[src/rtl/uart_wake_pkg.sv]
package uart_wake_pkg;
  typedef enum logic [1:0] {
    ST_IDLE  = 2'd0,
    ST_START = 2'd1,
    ST_DATA  = 2'd2,
    ST_STOP  = 2'd3
  } rx_state_e;

  localparam int WORD_BITS = 9;
  localparam int FRAME_BITS_8 = 10;
  localparam int FRAME_BITS_9 = 11;
endpackage

[src/rtl/uart_wake_rx_engine.sv]
module uart_wake_rx_engine
  import uart_wake_pkg::*;
#(
  parameter int OVERSAMPLE = 16
) (
  input  logic       clk,
  input  logic       rst_n,
  input  logic       tick,
  input  logic       line,
  input  logic       nine,
  output logic       done,
  output logic [7:0] data,
  output logic       bit8,
  output logic       mark,
  output logic       stop_ok
);
  localparam int CW   = $clog2(OVERSAMPLE);
  localparam int HALF = OVERSAMPLE / 2;

  rx_state_e             state;
  logic [CW-1:0]         cnt;
  logic [3:0]            bidx;
  logic [WORD_BITS-1:0]  sr;
  logic [3:0]            last_idx;

  assign last_idx = nine ? 4'd8 : 4'd7;

  always_ff @(posedge clk or negedge rst_n) begin
    if (!rst_n) begin
      state   <= ST_IDLE;
      cnt     <= '0;
      bidx    <= '0;
      sr      <= '0;
      done    <= 1'b0;
      stop_ok <= 1'b0;
    end else begin
      done <= 1'b0;
      if (tick) begin
        unique case (state)
          ST_IDLE: begin
            if (!line) begin
              state <= ST_START;
              cnt   <= '0;
            end
          end
          ST_START: begin
            if (cnt == CW'(HALF - 1)) begin
              cnt  <= '0;
              bidx <= '0;
              state <= line ? ST_IDLE : ST_DATA;
            end else begin
              cnt <= cnt + 1'b1;
            end
          end
          ST_DATA: begin
            if (cnt == CW'(OVERSAMPLE - 1)) begin
              cnt <= '0;
              sr  <= {line, sr[WORD_BITS-1:1]};
              if (bidx == last_idx) state <= ST_STOP;
              else bidx <= bidx + 1'b1;
            end else begin
              cnt <= cnt + 1'b1;
            end
          end
          ST_STOP: begin
            if (cnt == CW'(OVERSAMPLE - 1)) begin
              cnt     <= '0;
              done    <= 1'b1;
              stop_ok <= line;
              state   <= ST_IDLE;
            end else begin
              cnt <= cnt + 1'b1;
            end
          end
          default: state <= ST_IDLE;
        endcase
      end
    end
  end

  // Shifting in from the top leaves the last received bit in sr[8] in
  // either mode, so the address mark is always that bit.
  assign data = nine ? sr[7:0] : sr[8:1];
  assign bit8 = sr[8];
  assign mark = sr[8];

  assert_done_single_R1: assert property (@(posedge clk) disable iff (!rst_n)
    done |=> !done);
endmodule

[src/rtl/uart_wake_rx_idle.sv]
module uart_wake_rx_idle
  import uart_wake_pkg::*;
#(
  parameter int OVERSAMPLE = 16
) (
  input  logic clk,
  input  logic rst_n,
  input  logic tick,
  input  logic line,
  input  logic nine,
  output logic idle_hit
);
  localparam int LIM8 = OVERSAMPLE * FRAME_BITS_8;
  localparam int LIM9 = OVERSAMPLE * FRAME_BITS_9;
  localparam int IW   = $clog2(LIM9 + 1);

  logic [IW-1:0] run;
  logic [IW-1:0] lim;

  assign lim = nine ? IW'(LIM9) : IW'(LIM8);

  always_ff @(posedge clk or negedge rst_n) begin
    if (!rst_n) begin
      run      <= '0;
      idle_hit <= 1'b0;
    end else begin
      idle_hit <= 1'b0;
      if (tick) begin
        if (!line) begin
          run <= '0;
        end else if (run < lim) begin
          run <= run + 1'b1;
          if (run == lim - 1'b1) idle_hit <= 1'b1;
        end
      end
    end
  end

  assert_idle_needs_high_R8: assert property (@(posedge clk) disable iff (!rst_n)
    idle_hit |-> $past(line));
endmodule

[src/rtl/uart_wake_rx_deliver.sv]
module uart_wake_rx_deliver (
  input  logic       clk,
  input  logic       rst_n,
  input  logic       done,
  input  logic [7:0] data,
  input  logic       bit8,
  input  logic       mark,
  input  logic       stop_ok,
  input  logic       idle_hit,
  input  logic       nine,
  input  logic       wake_addr,
  input  logic       sleep_req,
  input  logic       m_ready,
  output logic       m_valid,
  output logic [7:0] m_data,
  output logic       m_bit8,
  output logic       frame_err,
  output logic       asleep
);
  logic wake_now;
  logic accept;
  logic load;

  assign wake_now = asleep && ((wake_addr && done && mark) || (!wake_addr && idle_hit));
  assign accept   = done && (!asleep || (wake_addr && mark));
  assign load     = accept && !(m_valid && !m_ready);

  always_ff @(posedge clk or negedge rst_n) begin
    if (!rst_n) begin
      asleep <= 1'b0;
    end else if (sleep_req) begin
      asleep <= 1'b1;
    end else if (wake_now) begin
      asleep <= 1'b0;
    end
  end

  always_ff @(posedge clk or negedge rst_n) begin
    if (!rst_n) begin
      m_valid   <= 1'b0;
      m_data    <= '0;
      frame_err <= 1'b0;
    end else if (load) begin
      m_valid   <= 1'b1;
      m_data    <= data;
      frame_err <= !stop_ok;
    end else if (m_ready) begin
      m_valid <= 1'b0;
    end
  end

  // The ninth-bit store has no reset.
  always_ff @(posedge clk) begin
    if (load && nine) m_bit8 <= bit8;
  end

  assert_hold_stable_R5: assert property (@(posedge clk) disable iff (!rst_n)
    (m_valid && !m_ready) |=> (m_valid && $stable(m_data) && $stable(frame_err)));

  assert_sleep_mute_R6: assert property (@(posedge clk) disable iff (!rst_n)
    (asleep && !wake_addr && done && !m_valid) |=> !m_valid);

  assert_wake_cause_R7: assert property (@(posedge clk) disable iff (!rst_n)
    $fell(asleep) |-> $past(idle_hit || (done && mark)));
endmodule

[src/rtl/uart_wake_rx.sv]
module uart_wake_rx #(
  parameter int OVERSAMPLE  = 16,
  parameter int SYNC_STAGES = 2
) (
  input  logic       clk,
  input  logic       rst_n,
  input  logic       rx_line,
  input  logic       os_tick,
  input  logic       cfg_nine,
  input  logic       cfg_wake_addr,
  input  logic       sleep_req,
  input  logic       m_ready,
  output logic       m_valid,
  output logic [7:0] m_data,
  output logic       m_bit8,
  output logic       frame_err,
  output logic       asleep
);
  logic [SYNC_STAGES-1:0] sync;
  logic       line_s;
  logic       done;
  logic [7:0] data;
  logic       bit8;
  logic       mark;
  logic       stop_ok;
  logic       idle_hit;

  always_ff @(posedge clk or negedge rst_n) begin
    if (!rst_n) sync <= '1;
    else        sync <= {sync[SYNC_STAGES-2:0], rx_line};
  end
  assign line_s = sync[SYNC_STAGES-1];

  uart_wake_rx_engine #(.OVERSAMPLE(OVERSAMPLE)) u_engine (
    .clk(clk), .rst_n(rst_n), .tick(os_tick), .line(line_s), .nine(cfg_nine),
    .done(done), .data(data), .bit8(bit8), .mark(mark), .stop_ok(stop_ok)
  );

  uart_wake_rx_idle #(.OVERSAMPLE(OVERSAMPLE)) u_idle (
    .clk(clk), .rst_n(rst_n), .tick(os_tick), .line(line_s), .nine(cfg_nine),
    .idle_hit(idle_hit)
  );

  uart_wake_rx_deliver u_deliver (
    .clk(clk), .rst_n(rst_n), .done(done), .data(data), .bit8(bit8),
    .mark(mark), .stop_ok(stop_ok), .idle_hit(idle_hit), .nine(cfg_nine),
    .wake_addr(cfg_wake_addr), .sleep_req(sleep_req), .m_ready(m_ready),
    .m_valid(m_valid), .m_data(m_data), .m_bit8(m_bit8),
    .frame_err(frame_err), .asleep(asleep)
  );
endmodule

[config.mk]
export PLATFORM = sky130hd
export DESIGN_NAME = uart_wake_rx
export DESIGN_NICKNAME = d
export VERILOG_FILES = /design/src/rtl/uart_wake_pkg.sv /design/src/rtl/uart_wake_rx_engine.sv /design/src/rtl/uart_wake_rx_idle.sv /design/src/rtl/uart_wake_rx_deliver.sv /design/src/rtl/uart_wake_rx.sv
export SDC_FILE = /design/constraint.sdc
export NUM_CORES = 1
export LEC_CHECK = 0
export BUFFER_PORTS_ARGS = -buffer_cell sky130_fd_sc_hd__buf_2
export CAP_MARGIN = 20
export CORE_MARGIN = 5
export CORE_UTILIZATION = 50
export CTS_CLUSTER_DIAMETER = 100
export DETAILED_ROUTE_END_ITERATION = 8
export PLACE_DENSITY = 0.68
export SLEW_MARGIN = 20
export SYNTH_ARGS = -nofsm -noshare
export SYNTH_HDL_FRONTEND = slang
export SYNTH_HIERARCHICAL = 1
export SYNTH_SLANG_ARGS = --single-unit
[constraint.sdc]
create_clock -name clk -period 3.6 [get_ports clk]
set_input_delay 0.72 -clock clk [delete_from_list [all_inputs] [get_ports clk]]
set_output_delay 0.72 -clock clk [all_outputs]
set_load 0.01 [all_outputs]
==> results of run 1 <==
layout make-up:
class,count,area (um^2)
clock buffers,5,68.8
flip-flops and latches,44,1110
well taps,52,65.1
clock inverters,3,46.3
multi-input cells,134,1020
fillers,384,1920
repair buffers,19,95.1
inverters,8,30.0
through the flow:
step / area (um^2) / util [%]
final: 2430 / 55.9
after global routing: 2430 / 55.9
after CTS: 2430 / 55.9
after detailed placement: 2320 / 53.2
after global placement: 2320 / 53.2
after floorplan: 2230 / -
how the worst min path moves through the flow:
stage / slack, ns / end / depth (start not counted) / startpoint
after CTS: 0.36 / sync[1]$_DFF_PN1_ / 0 / sync[0]$_DFF_PN1_
after detailed placement: 0.35 / sync[1]$_DFF_PN1_ / 0 / sync[0]$_DFF_PN1_
after global routing: 0.37 / sync[1]$_DFF_PN1_ / 0 / sync[0]$_DFF_PN1_
after global placement: 0.35 / sync[1]$_DFF_PN1_ / 0 / sync[0]$_DFF_PN1_
final: 0.36 / sync[1]$_DFF_PN1_ / 0 / sync[0]$_DFF_PN1_
after floorplan: 0.35 / sync[1]$_DFF_PN1_ / 0 / sync[0]$_DFF_PN1_
metal layers:
| metal | vias to the layer above | GRT usage, % | wire [um] |
|---|---|---|---|
| li1 | 734 | - | - |
| met1 | 723 | 17.5 | 1700 |
| met2 | 27 | 23.1 | 1870 |
| met3 | 9 | 3.86 | 183 |
| met4 | 0 | 5.94 | 66 |
| met5 | - | 0 | 0 |
critical path, stage by stage:
cell      delay, ns
buf_2          0.20
ha_1           0.25
nand2b_1       0.14
a31oi_1        0.66
o21ai_0        0.25
o31ai_1        0.11
cells by family after synthesis:
family | after synthesis | share of synthesized area (%)
AND/OR/NAND/NOR | 65 | 16.8
flip-flops | 44 | 49.7
AO/OA/AOI/OAI | 32 | 10.1
multiplexers | 32 | 16.1
buffers and inverters | 17 | 4.60
adder cells (fa/ha/maj) | 4 | 2.24
XOR/XNOR | 1 | 0.393
flip-flops by register name (all words and copies together) (netlist names), named ones only:
signal	flops
u_idle/run	8
u_engine/stop_ok	1
u_engine/state	1
u_deliver/frame_err	1
u_engine/done	1
u_engine/cnt	4
u_deliver/asleep	1
u_deliver/m_data	8
u_idle/idle_hit	1
u_deliver/m_valid	1
u_engine/sr	9
u_deliver/m_bit8	1
sync	2
u_engine/bidx	4
cell usage after synthesis, drive strengths merged (2+ instances only):
cell     instances  area [um^2]
mux2            28          319
nor2b            3         18.8
nand3           10         62.6
o21ai           11         55.1
nand3b           2         15.0
or3              2         13.8
ha               4         50.1
mux2i            4         40.0
dfstp            2         52.6
and4bb           2         25.0
o31ai            2         28.8
inv              8         30.0
a21oi            5         25.0
nand2b           3         18.8
nand2           24         97.6
buf              9         72.6
nor2             5         18.8
and4             3         28.8
o2111ai          2         17.5
and3             4         26.3
dfrtp           41         1030
where the power goes:
group,leakage (nW),internal (W),switching (W)
logic,0.508,0.0000712,0.0000817
registers,0.574,0.000537,0.0000668
clock network,0.0548,0.000209,0.000173
total,1.14,0.000817,0.000322
==> run metrics, run 1 <==
total power ~0.0011 W; Critical Path End Type flip-flop; vias per cell around 5.6; WL/cell 14.4 um; commonest non-fill, non-tap cell in the layout dfrtp_1; Starting Density around 51%; share of layout cells above drive strength 1 31.9%; Syn Inst Count 195; Post-synth EDFFs 1; dpl hpwl roughly 2.7 mm; Detail Route Antenna Nets 0; reg2reg setup slack 1.67 ns; die area 5890 um^2; H-tree lvl count 2; PortBufs 19; initial detailed-routing violation count 69; Crit Path Class primary input to flip-flop; TritonCTS clock tree done; total of max-cap violations 0; syn_nets 207; core area approximately 4400 um^2; worst vdd ir 0.223 mV; Via Count about 1,500; nets about 220; worst reg2reg path endpoint u_idle/run[6]$_DFFE_PN0P_; first-pass GRT wire length 6.84 mm; Place WS 1.18 ns; max-slew violations 0; Finished Layout Cells around 270; Seq/Total Area, Yosys 49.7%; skew final 0.00230 ns; ys async rst share 97.7%; worst hold margin ~0.36 ns; GPL Wtd Cong slightly below 0.8; root buffer cell clkbuf_8; yosys warns 6; deepest clock path buffer count 2; Worst-Margin Slew 0.923 ns; run status finished clean; Worst EP required about 3.8 ns; worst r2r path cells 6; #FFs+latches synth 44; clock-pin slew on the worst setup and hold paths 0.08 ns; Die W 76.8 um; Slew headroom 38.5%; cts repair resizes 0; Primary FF master, synth dfrtp_1; antenna violations before repair 0; Worst-Skew Late Latency 0.29 ns; gr usage total 14.1%; Die Height 76.8 um; max frequency 472 MHz; DRT Pass-1 Iters 4; IO Pins 20; vias in the first global route 1,503; largest net degree at the start of global routing 44; drt total wl ~3.8 mm; Core Rows 24; Post-Syn Area between 2000 and 2500 um^2; gr ovfl total 0; most frequent cells in the layout 41 x dfrtp_1, 27 x mux2_2, 23 x nand2_1; Final TNS setup 0 ns; Setup WS post-layout roughly 1.5 ns; Worst EP arrival 2.33 ns; CP Max Fanout 14; Worst setup SP type primary input; Power Dens Cells 468 nW/um^2; min Tclk post-route 2.12 ns; cts hold-fix bufs 0; number of CTS-inserted buffers 5; postcts setup bufs 0; reg2reg start u_idle/run[4]$_DFFE_PN0P_; dpl cells 257; syn avg cell area 11.4 um^2; worst setup path endpoint u_idle/run[6]$_DFFE_PN0P_; P_leak roughly 1.1 nW; Worst setup startpoint cfg_nine; endpoints failing setup 0; Yosys cell types between 50 and 60; n_diodes 0; RSZ-0062 raised after global routing false; clock sink count 44; Hold Path Class flip-flop to flip-flop; Final Hold Viols 0; DRC viols 0; period utilization 58.8%; synthesis-to-layout area growth 9.09%
Note: power is estimated with default switching activity, not from simulation.
==> run 2, diff against run 1 <==
- PLACE_DENSITY: 0.68 -> 0.71
- clock period: 3.6 -> 1.7 ns (I/O delays scaled with it)
==> run metrics, run 2 (synthesized netlist as in run 1, its figures left out) <==
run status complete, but fails checks; failing checks negative hold slack; reg2reg start u_engine/cnt[0]$_DFFE_PN0P_; vias per cell 5.53 (-1.8%); placed cell areas 2400 um^2 (+3.5%); min Tclk post-route 1.61 ns; Power Dens Cells 974 nW/um^2 (+110%); Worst-Skew Late Latency 0.30 ns (about the same); FF/Latch Area 1110 um^2 (unchanged); Filler cells 360 (-6.3%); largest net degree at the start of global routing 44 (unchanged); Die W 76.8 um (unchanged); vias in the first global route 1,509 (+0.40%); PortBufs 19 (unchanged); initial detailed-routing violation count 66 (-4.3%); slowest CP cell dfrtp_1; reg2reg setup slack 0.09 ns (-1.58 ns); number of CTS-inserted buffers 5 (unchanged); DRT Pass-1 Iters 4 (unchanged); area of the multi-input gates 1030 um^2 (+0.86%); GPL Wtd Cong 0.789 (+0.13%); Detail Route Antenna Nets 0 (unchanged); Slew headroom 78.7% (+40 points); Critical Path Max Stage Delay 0.38 ns (-0.28 ns); clock-pin slew on the worst setup and hold paths 0.09 ns (about the same); max-slew violations 0 (unchanged); Final Hold Viols 9 (+9); P_leak 1.19 nW (+4.3%); TritonCTS clock tree done; post-route cell area 2520 um^2 (+3.5%); H-tree lvl count 2 (unchanged); Worst setup SP type flip-flop; postcts setup bufs 0 (unchanged); max FFs per register 9 (unchanged); Hold Path Class primary input to asynchronous set/reset pin; drt total wl 3.92 mm (+2.6%); cts repair resizes 0 (unchanged); core area 4350 um^2 (unchanged); commonest non-fill, non-tap cell in the layout dfrtp_1; worst hold margin -0.00648 ns (-0.368 ns); Crit Path Class flip-flop to flip-flop; n_diodes 0 (unchanged); root buffer cell clkbuf_8; die area 5890 um^2 (unchanged); most frequent cells in the layout 41 x dfrtp_1, 27 x mux2_2, 23 x nand2_1; Starting Density 51.2% (unchanged); Via Count 1,516 (+1.5%); worst-path cell chain ha_2, and4_4, and2_4, mux2_2; WL/cell 14.3 um (-0.73%); skew final 0.0112 ns (+0.00886 ns); endpoints failing setup 0 (unchanged); Die Height 76.8 um (unchanged); max frequency 620 MHz; RSZ-0062 raised after global routing false; Worst EP arrival 1.80 ns (-0.53 ns); total of max-cap violations 0 (unchanged); CP Max Fanout 11 (-3); cts hold-fix bufs 0 (unchanged); worst vdd ir 0.558 mV (+150%); Worst EP required 1.89 ns (-1.92 ns); Worst setup startpoint u_engine/cnt[0]$_DFFE_PN0P_; Largest regs u_engine/sr (9), u_deliver/m_data (8), u_idle/run (8); clock sink count 44 (unchanged); nets 233 (+4.0%); antenna violations before repair 0 (unchanged); first-pass GRT wire length 7.11 mm (+3.9%); Core Rows 24 (unchanged); Worst-Margin Slew 0.319 ns (-0.604 ns); dpl hpwl 2.70 mm (-1.0%); gr usage total 14.6% (+0.45 points); period utilization 94.8%; deepest clock path buffer count 2 (unchanged); IO Pins 20 (unchanged); gr ovfl total 0 (unchanged); synthesis-to-layout area growth 12.9%; Final TNS setup 0 ns (unchanged); DRC viols 0 (unchanged); Biggest register u_engine/sr; share of layout cells above drive strength 1 35.6% (+3.7 points); Critical Path End Type flip-flop
==> run 2: changes by cell type in the layout (fill, tap and decap cells not counted) <==
cell	delta
buf_4	+8
nor4b_2	+1
ha_1	-1
inv_6	-1
clkinv_2	+1
ha_2	+1
nor4b_1	-1
buf_12	+1
==> run 2: stage by stage <==
step	instances	utilization, %	worst slack (ns)	total power, W
3_5_place_dp	266	55.1	0.0200	0.00167
6_report	274	57.8	0.0881	0.00245
5_1_grt	274	57.8	0.0187	0.00260
2_1_floorplan	195	-	0.135	0.00156
4_1_cts	274	57.6	0.0187	0.00247
3_3_place_gp	266	55.1	0.0810	0.00165
==> run 2: layout make-up <==
type,instances,share of cell area [%]
clock inverter,3,1.69
clock buffer,5,2.73
sequential,44,44.0
timing repair buffer,28,6.96
multi-input combinational,134,40.8
tap,52,2.58
inverter,8,1.19
==> run 2: worst paths after layout <==
path / to / depth (start not counted)
hold reg to reg: sync[1]$_DFF_PN1_ / 0
setup / recovery: u_engine/sr[6]$_DFFE_PN0P_ / 4
hold / removal: u_deliver/asleep$_DFFE_PN0P_ / 2
max in group asynchronous: sync[0]$_DFF_PN1_ / 2
min in group clk: sync[0]$_DFF_PN1_ / 1
setup reg to reg: u_engine/sr[6]$_DFFE_PN0P_ / 4
==> run 2: layer usage <==
metal	up-vias	routed length [um]	track usage [%]
met3	6	183	4.10
met5	-	0	0
met4	0	46	4.72
met2	27	1780	23.3
met1	729	1910	19.0
li1	754	-	-
==> run 2: worst max-delay path, delay by kind of cell, from the launching register on <==
family	cells	cell delay, ns
fa+ha+maj	1	0.27
flops	1	0.38
mux	1	0.36
simple gates	2	0.50
==> run 2: where the power goes <==
group	switching, W	total [W]	internal [W]
Clock	0.000367	0.000802	0.000435
Combinational	0.000191	0.000373	0.000182
Sequential	0.000142	0.00128	0.00114
Total	0.000699	0.00245	0.00175
==> run 3, diff against run 2 <==
- ABC_AREA: default -> 1
- PLACE_DENSITY: 0.71 -> 0.7
==> run metrics, run 3 <==
Final Hold Viols 0 (-9); slowest CP cell dfrtp_1; Filler cells 405 (+13%); Worst setup SP type flip-flop; Worst-Margin Slew 0.339 ns (+0.0200 ns); IO Pins 20 (unchanged); Post-Syn Area 2320 um^2 (+4.2%); gr ovfl total 0 (unchanged); WL/cell 11.5 um (-19%); Compound-Gate Fraction of Synth Area 9.26% (-0.84 points); deepest clock path buffer count 2 (unchanged); most frequent cells in the layout 91 x nand2_1, 41 x dfrtp_1, 34 x inv_1; period utilization 84.7% (-10 points); Syn Inst Count 284 (+46%); vias per cell 5.17 (-6.6%); Crit Path Class flip-flop to flip-flop; clock sink count 44 (unchanged); Setup WS post-layout 0.261 ns (+0.173 ns); CP delay by family, top simple AND/OR/NAND/NOR gates; root buffer cell clkbuf_8; skew final 0.0106 ns (-0.000561 ns); share of the synthesized area in the top cell type 44.2% (-1.9 points); Post-synth EDFFs 1 (unchanged); core area 4440 um^2 (+2.1%); die area 6110 um^2 (+3.7%); Place WS 0.220 ns (+0.200 ns); vias in the first global route 1,620 (+7.4%); Post-Synth Simple-Gate Area 31.4% (+15 points); Worst-Skew Late Latency 0.30 ns (about the same); run status finished clean; Starting Density 52.3% (+1.1 points); clock-pin slew on the worst setup and hold paths 0.09 ns (about the same); Detail Route Antenna Nets 0 (unchanged); reg2reg setup slack 0.26 ns (+0.17 ns); PortBufs 19 (unchanged); Seq/Total Area, Yosys 47.7% (-2.0 points); RSZ-0062 raised after global routing false; post-synth top area cell dfrtp_1; Die Height 78.2 um (+1.8%); syn_nets 296 (+43%); worst-path cell chain ha_1, nand3_1, inv_1, nand3_4, nand2_1, o21ai_2; drt total wl 4.13 mm (+5.3%); Worst EP arrival 1.62 ns (-0.18 ns); Core Rows 24 (unchanged); P_leak 1.29 nW (+9.1%); worst r2r path cells 6 (+2); Die W 78.2 um (+1.8%); cts hold-fix bufs 0 (unchanged); first-pass GRT wire length 7.24 mm (+1.8%); CP Max Fanout 18 (+7); total of max-cap violations 0 (unchanged); Via Count 1,851 (+22%); Yosys cell types 32 (-38%); Worst setup startpoint u_engine/cnt[0]$_DFFE_PN0P_; cts repair resizes 0 (unchanged); max frequency 695 MHz (+12%); Worst EP required 1.88 ns (about the same); endpoints failing setup 0 (unchanged); synth cell count leaders 91 x nand2_1, 41 x dfrtp_1, 34 x inv_1; syn avg cell area 8.18 um^2 (-28%); worst reg2reg path endpoint u_engine/sr[4]$_DFFE_PN0P_; min Tclk post-route 1.44 ns (-0.173 ns); GPL Wtd Cong 0.841 (+6.6%); reg2reg start u_engine/cnt[0]$_DFFE_PN0P_; Hold Path Class primary input to asynchronous set/reset pin; synth top area cells dfrtp_1 44%, nand2_1 15%, inv_1 5.5%, nand3_1 4.1%, o21ai_0 3.7%; Power Dens Cells 993 nW/um^2 (+1.9%); ys async rst share 97.7% (unchanged); TritonCTS clock tree done; number of CTS-inserted buffers 5 (unchanged); antenna violations before repair 0 (unchanged); largest net degree at the start of global routing 44 (unchanged); Final TNS setup 0 ns (unchanged); Critical Path End Type flip-flop; worst setup path endpoint u_engine/sr[4]$_DFFE_PN0P_; worst hold margin 0.00165 ns (+0.00813 ns); DRC viols 0 (unchanged); xor and xnor area share after synthesis 1.51% (+1.1 points); commonest non-fill, non-tap cell in the layout nand2_1; initial detailed-routing violation count 127 (+92%); top-count cell post-synth nand2_1; Synth Area in Adders 2.15% (-0.091 points); Largest regs u_engine/sr (9), u_deliver/m_data (8), u_idle/run (8); yosys warns 6 (unchanged); max-slew violations 0 (unchanged); dpl hpwl 2.99 mm (+11%); Primary FF master, synth dfrtp_1; gr usage total 14.6% (-0.025 points); max FFs per register 9 (unchanged); Critical Path Max Stage Delay 0.39 ns (about the same); Slew headroom 77.4% (-1.3 points); critical path buffer and inverter count 1 (+1); nets 317 (+36%); largest family of logic cells by synthesized area simple AND/OR/NAND/NOR gates; DRT Pass-1 Iters 4 (unchanged); synthesis-to-layout area growth 10.8%; n_diodes 0 (unchanged); post-synthesis mux area share 0% (-16 points); Biggest register u_engine/sr; postcts setup bufs 0 (unchanged); worst vdd ir 0.585 mV (+4.8%); H-tree lvl count 2 (unchanged); #FFs+latches synth 44 (unchanged); WP depth 6 (+2); share of layout cells above drive strength 1 19.3% (-16 points)
==> run 3: metal layers <==
metal | global-route usage [%] | routed length [um] | vias up
li1 | - | - | 951
met1 | 19.8 | 2040 | 862
met2 | 22.7 | 1840 | 32
met3 | 3.89 | 180 | 6
met4 | 4.72 | 64 | 0
met5 | 0 | 0 | -
==> run 3: stage by stage <==
step	util (%)	total power [W]	cells	area [um^2]
global placement	55.4	0.00177	350	2460
finish	57.9	0.00256	358	2570
floorplan	-	0.00165	284	2320
CTS	57.9	0.00258	358	2570
detailed placement	55.4	0.00178	350	2460
global route	57.9	0.00273	358	2570
==> run 3: power by group <==
part	leakage [nW]	total [W]	internal (W)	switching [W]
registers	0.588	0.00125	0.00113	0.000113
clock network	0.0541	0.000799	0.000435	0.000364
logic	0.651	0.000512	0.000185	0.000327
total	1.29	0.00256	0.00175	0.000804
==> run 3: cells by family after synthesis <==
| group | Yosys count |
|---|---|
| compound gates | 34 |
| xor+xnor | 4 |
| fa+ha+maj | 4 |
| buf+inv | 43 |
| flops | 44 |
| simple gates | 155 |
==> run 3: final cells by class <==
class | count | area (um^2) | area share [%]
clock buffers | 5 | 68.8 | 2.67
multi-input cells | 197 | 1030 | 40.1
inverters | 36 | 135 | 5.25
flip-flops and latches | 44 | 1110 | 43.1
well taps | 52 | 65.1 | 2.53
repair buffers | 21 | 123 | 4.76
clock inverters | 3 | 42.5 | 1.65
==> run 3: worst min path at each step <==
stage	from	to	slack, ns	cells after the start
5_1_grt	rst_n	u_idle/run[5]$_DFFE_PN0P_	0.02	2
6_report	rst_n	u_engine/cnt[3]$_DFFE_PN0P_	0.002	2
2_1_floorplan	rst_n	u_deliver/asleep$_DFFE_PN0P_	0.04	0
4_1_cts	rst_n	u_idle/run[5]$_DFFE_PN0P_	0.008	2
3_5_place_dp	rst_n	u_engine/cnt[0]$_DFFE_PN0P_	0.34	2
3_3_place_gp	rst_n	u_engine/cnt[0]$_DFFE_PN0P_	0.33	2
